[src/rtl/fac_pkg.sv]
package fac_pkg;

    typedef enum logic [0:0] {
        ST_FILL  = 1'b0,
        ST_CHECK = 1'b1
    } fac_state_e;

    // Cycle delay on the implementation path; a multiple of n gives n.
    function automatic int imp_delay(input int n, input int k);
        return n - (k % n);
    endfunction

    // Whole-frame delay on the reference path, so that K + D = F * N.
    function automatic int ref_frames(input int n, input int k);
        return (k + imp_delay(n, k)) / n;
    endfunction

endpackage

[src/rtl/frame_phase_gen.sv]
module frame_phase_gen #(
    parameter int N = 4
) (
    input  logic clk,
    input  logic rst_n,
    output logic tick
);
    localparam int PW = (N > 1) ? $clog2(N) : 1;

    logic [PW-1:0] phase_q;

    always_ff @(posedge clk or negedge rst_n) begin
        if (!rst_n) begin
            phase_q <= '0;
        end else if (phase_q == PW'(N - 1)) begin
            phase_q <= '0;
        end else begin
            phase_q <= phase_q + 1'b1;
        end
    end

    assign tick = (phase_q == '0);

endmodule

[src/rtl/cycle_delay_line.sv]
module cycle_delay_line #(
    parameter int W     = 16,
    parameter int DEPTH = 3
) (
    input  logic         clk,
    input  logic         rst_n,
    input  logic [W-1:0] din,
    output logic [W-1:0] dout
);
    logic [W-1:0] stage_q [DEPTH];

    genvar i;
    generate
        for (i = 0; i < DEPTH; i++) begin : g_stage
            if (i == 0) begin : g_head
                always_ff @(posedge clk or negedge rst_n) begin
                    if (!rst_n) stage_q[i] <= '0;
                    else        stage_q[i] <= din;
                end
            end else begin : g_body
                always_ff @(posedge clk or negedge rst_n) begin
                    if (!rst_n) stage_q[i] <= '0;
                    else        stage_q[i] <= stage_q[i-1];
                end
            end
        end
    endgenerate

    assign dout = stage_q[DEPTH-1];

endmodule

[src/rtl/frame_delay_line.sv]
module frame_delay_line #(
    parameter int W     = 16,
    parameter int DEPTH = 2
) (
    input  logic         clk,
    input  logic         rst_n,
    input  logic         shift_en,
    input  logic [W-1:0] din,
    output logic [W-1:0] dout
);
    logic [W-1:0] slot_q [DEPTH];

    genvar i;
    generate
        for (i = 0; i < DEPTH; i++) begin : g_slot
            if (i == 0) begin : g_head
                always_ff @(posedge clk or negedge rst_n) begin
                    if (!rst_n)        slot_q[i] <= '0;
                    else if (shift_en) slot_q[i] <= din;
                end
            end else begin : g_body
                always_ff @(posedge clk or negedge rst_n) begin
                    if (!rst_n)        slot_q[i] <= '0;
                    else if (shift_en) slot_q[i] <= slot_q[i-1];
                end
            end
        end
    endgenerate

    assign dout = slot_q[DEPTH-1];

endmodule

[src/rtl/frame_align_cmp.sv]
module frame_align_cmp #(
    parameter int W = 16,
    parameter int N = 4,
    parameter int K = 5
) (
    input  logic         clk,
    input  logic         rst_n,
    input  logic [W-1:0] impl_data,
    input  logic [W-1:0] ref_data,
    output logic         cmp_valid,
    output logic         mismatch_pulse,
    output logic         mismatch_seen
);
    import fac_pkg::*;

    localparam int D   = imp_delay(N, K);
    localparam int F   = ref_frames(N, K);
    localparam int FCW = (F > 1) ? $clog2(F) : 1;

    fac_state_e     state_q, state_d;
    logic [FCW-1:0] fcnt_q;
    logic           tick;
    logic [W-1:0]   imp_tap;
    logic [W-1:0]   ref_tap;
    logic           differ;
    logic           do_cmp;

    frame_phase_gen #(.N(N)) u_phase (
        .clk   (clk),
        .rst_n (rst_n),
        .tick  (tick)
    );

    cycle_delay_line #(.W(W), .DEPTH(D)) u_imp_dly (
        .clk   (clk),
        .rst_n (rst_n),
        .din   (impl_data),
        .dout  (imp_tap)
    );

    frame_delay_line #(.W(W), .DEPTH(F)) u_ref_dly (
        .clk      (clk),
        .rst_n    (rst_n),
        .shift_en (tick),
        .din      (ref_data),
        .dout     (ref_tap)
    );

    assign differ = (imp_tap != ref_tap);
    assign do_cmp = tick && (state_q == ST_CHECK);

    // State register
    always_ff @(posedge clk or negedge rst_n) begin
        if (!rst_n) begin
            state_q <= ST_FILL;
            fcnt_q  <= '0;
        end else begin
            state_q <= state_d;
            if (state_q == ST_FILL && tick) begin
                fcnt_q <= fcnt_q + 1'b1;
            end
        end
    end

    // Next state: FILL_DONE on sampling edge F-1
    always_comb begin
        state_d = state_q;
        unique case (state_q)
            ST_FILL: begin
                if (tick && fcnt_q == FCW'(F - 1)) state_d = ST_CHECK;
            end
            ST_CHECK: begin
                state_d = ST_CHECK;
            end
        endcase
    end

    // Outputs
    always_ff @(posedge clk or negedge rst_n) begin
        if (!rst_n) begin
            cmp_valid      <= 1'b0;
            mismatch_pulse <= 1'b0;
            mismatch_seen  <= 1'b0;
        end else begin
            cmp_valid      <= do_cmp;
            mismatch_pulse <= do_cmp && differ;
            if (do_cmp && differ) mismatch_seen <= 1'b1;
        end
    end

endmodule

[config.mk]
export PLATFORM = sky130hd
export DESIGN_NAME = frame_align_cmp
export DESIGN_NICKNAME = d
export VERILOG_FILES = /design/src/rtl/fac_pkg.sv /design/src/rtl/frame_phase_gen.sv /design/src/rtl/cycle_delay_line.sv /design/src/rtl/frame_delay_line.sv /design/src/rtl/frame_align_cmp.sv
export SDC_FILE = /design/constraint.sdc
export NUM_CORES = 1
export LEC_CHECK = 0
export BUFFER_PORTS_ARGS = -buffer_cell sky130_fd_sc_hd__buf_2
export CAP_MARGIN = 40
export CORE_ASPECT_RATIO = 1.2
export CORE_MARGIN = 2
export CORE_UTILIZATION = 59
export CTS_BUF_LIST = sky130_fd_sc_hd__clkbuf_4 sky130_fd_sc_hd__clkbuf_8
export DETAILED_ROUTE_END_ITERATION = 8
export PLACE_DENSITY = 0.81
export RECOVER_POWER = 50
export SETUP_SLACK_MARGIN = 0.4
export SYNTH_ARGS = -nofsm -noshare
export SYNTH_HDL_FRONTEND = slang
export SYNTH_SLANG_ARGS = --single-unit
[constraint.sdc]
create_clock -name clk -period 1.56 [get_ports clk]
set_input_delay 0.156 -clock clk [delete_from_list [all_inputs] [get_ports clk]]
set_output_delay 0.156 -clock clk [all_outputs]
set_load 0.02 [all_outputs]
==> metrics.md <==
| Metric | Value |
|---|---|
| Outcome | completed |
| Unrepaired setup endpoints after global routing | true |
| Critical path start-end classification | reg2reg |
| Power per cell area | between 1000 and 1500 nW/um^2 |
| Share of synthesized area occupied by flip-flops and latches | ~77% |
| Most frequent standard cell in the layout excluding fill and tap cells | dfrtp_1 |
| Minimum clock period | between 1 and 1.5 ns |
| Mapped Nets | 192 |
| Wire length of the first global-routing pass | 7.65 mm |
| Final ANT Viol Nets | 0 |
| Data required time of the critical path | ~1.8 ns |
| Layout cell share with drive strength beyond 1 | a little over two fifths |
| Placed instance area | between 3000 and 4000 sq um |
| Max Clock Skew | between 0.015 and 0.02 ns |
| Maximum clock frequency | about 750 MHz |
| Final hold violations | 0 |
| Arrival time of the worst setup path | approximately 1.6 ns |
| Slew margin rel. | between 40 and 50% |
| CTS tree | yes |
| Reported max-cap violation count | 0 |
| Fraction of the cycle the final worst path needs | 85.8% |
| Initial antenna violation count | 0 |
| Clock Latency Late Sink | around 0.36 ns |
| Beginning of the worst register-to-register path | u_phase.phase_q[1] |
| Final Max Tran Viols | 0 |
| Area growth, synth to finish | 26.7% |
| Site row count | 27 |
| Via density per instance | 4.96 |
| Mean routed wirelength per cell | roughly 16 um |
| Total number of vias | between 1000 and 1500 |
| Number of warnings reported in the yosys synthesis log | 0 |
| I/O Buffers | 36 |
| Endpoint class of the critical path | register |
| Width of the die | 67.1 um |
| Synthesized area | about 2800 sq um |
| Nets@finish | between 200 and 300 |
| Final standard cell area without fillers | 3570 sq um |
| HP Start | ref_data[13] |
| N_diodes | 0 |
| Number of instances in the synthesized netlist | 156 |
| Library cells used by synthesis | 14 |
| Total congestion overflow after global routing | 0 |
| Maximum level of the CTS H-tree | 3 |
| Pin count of the biggest net entering global routing | 42 |
| Total Routed Length | about 4.7 mm |
| Static Leak | around 1.6 nW |
| Leading cell types in the layout, fill and taps excluded | dfrtp_1, buf_2, mux2_2, dlygate4sd3_1, xnor2_1 |
| Placed cell count | 250 |
| Clock transition at the register clock pins on the worst setup and hold paths after CTS | roughly 0.09 ns |
| Cell type with the highest aggregate area in the netlist | dfrtp_1 |
| Count of boundary I/O pins | 37 |
| Startpoint class of the critical path | register |
| Core area | around 4600 sq um |
| CTS root buffer | clkbuf_8 |
| Synth Area per Inst | between 15 and 20 sq um |
| Worst IR drop on VDD | around 1300 uV |
| Number of buffers created by CTS | 9 |
| Fill cell instance count of the final layout | roughly 280 |
| Synth top area share | 77.2% |
| Dpl hpwl | around 2.8 mm |
| Largest cells by area after synthesis | dfrtp_1, mux2_2, xnor2_1 |
| Class of the tightest hold or removal check | in2reg |
| Number of violations reported at the end of detailed-routing iteration 0 | 50 |
| Beginning of the critical path | u_phase.phase_q[1] |
| Filler-free cell count of the finished design | 287 |
| DRC violations left | 0 |
| Via count of the first global-routing pass | between 1500 and 2000 |
| Final setup slack of the worst path | 0.222 ns |
| Highest fanout seen on the critical path | 16 |
| Overall track demand over capacity in global routing | about a fifth |
| Vertical die dimension | between 70 and 80 um |
| Starting density of the core | around three fifths |
| Worst Setup Slack post-DPL | about 0.18 ns |
| Measured slew at the worst slew-check pin | around 0.77 ns |
| CTS Buffer Depth | 2 |
| Setup violators final | 0 |
| Total Negative Setup Slacks | 0 ns |
| CTS sink count | just under 90 |
| Number of iterations in the first detailed-routing pass | 4 |
| Die area | 5350 sq um |
| Register bit total from synthesis | 87 |
| Final estimated routing congestion in global placement | 0.706 |
-- per-layer routing --
layer	up-vias	routed length [um]	GRT usage, %
li1	656	-	-
met1	725	1880	25.4
met2	36	2550	34.2
met3	6	163	8.04
met4	0	72	7.96
met5	-	0	0
-- cell usage after synthesis (all sizes together) --
cell type and instances:
o21bai 1, a21o 1, xnor2 17, nor4 1, nand2b 1, inv 3
buf 4, ha 2, nand4 4, dfrtp 87, mux2 32, nand2 1
nor2 2
-- registers in the layout (all words and copies together) (netlist names) --
register / cells
cmp_valid: 1
fcnt_q: 1
mismatch_pulse: 1
mismatch_seen: 1
state_q: 1
u_imp_dly.dout: 16
u_imp_dly.stage_q: 32
u_phase.phase_q: 2
u_ref_dly.dout: 16
u_ref_dly.slot_q: 16
-- power by group --
group	switching (W)	internal, W	total [W]	leakage (nW)
Clock	0.000753	0.000974	0.00173	0.110
Combinational	0.0000885	0.000122	0.000211	0.465
Sequential	0.0000501	0.00236	0.00241	1.01
Total	0.000892	0.00345	0.00435	1.58
-- per-stage QoR --
stage                     power (W)  utilization, %  hold slack [ns]
after global routing        0.00450            77.8           0.0176
after detailed placement    0.00263            67.8            0.114
after floorplan             0.00251               -           -0.140
after global placement      0.00261            67.8            0.103
final                       0.00435            77.8           0.0313
after CTS                   0.00434            77.7           0.0297
-- final cells by class --
| class | instances | area (sq um) | area share, % |
|---|---|---|---|
| Sequential cell | 87 | 2180 | 60.9 |
| Multi-Input combinational cell | 62 | 624 | 17.5 |
| Timing Repair Buffer | 62 | 467 | 13.1 |
| Clock buffer | 12 | 153 | 4.27 |
| Tap cell | 58 | 72.6 | 2.03 |
| Clock inverter | 3 | 67.6 | 1.89 |
| Inverter | 3 | 11.3 | 0.315 |
-- kinds of logic after synthesis --
kind of cell,Yosys count,synth area share (%)
muxes,32,12.8
DFF,87,77.2
xor gates and xnor gates,17,5.28
AOI/OAI and AO/OA,2,0.533
adders and majority gates,2,0.887
and+or+nand+nor,9,1.95
buffers and inverters,7,1.38
-- what timing repair did --
item	4_1_cts	5_1_grt
pin swaps	9	6
gates cloned	1	0
endpoints found under the setup margin	35	35
buffers inserted	3	1
hold endpoints to repair	46	0
hold buffers	17	0
resized for setup	5	1
-- final timing paths --
path / end / slack [ns] / depth (start not counted)
worst max-delay path: u_ref_dly.slot_q[19] / 0.22 / 4
worst min-delay path: u_ref_dly.slot_q[29] / 0.03 / 2
worst max register to register: u_ref_dly.slot_q[19] / 0.22 / 4
worst min register to register: u_imp_dly.dout[4] / 0.34 / 0
max in group asynchronous: u_imp_dly.stage_q[41] / 0.36 / 3
min in group asynchronous: u_phase.phase_q[0] / 0.40 / 2
-- critical path, cell delays in order (launching register included) --
cell and delay (ns):
dfrtp_1 0.39, inv_1 0.09, ha_4 0.20, buf_12 0.16, mux2_2 0.35
Power figures use the tool's default switching activity.
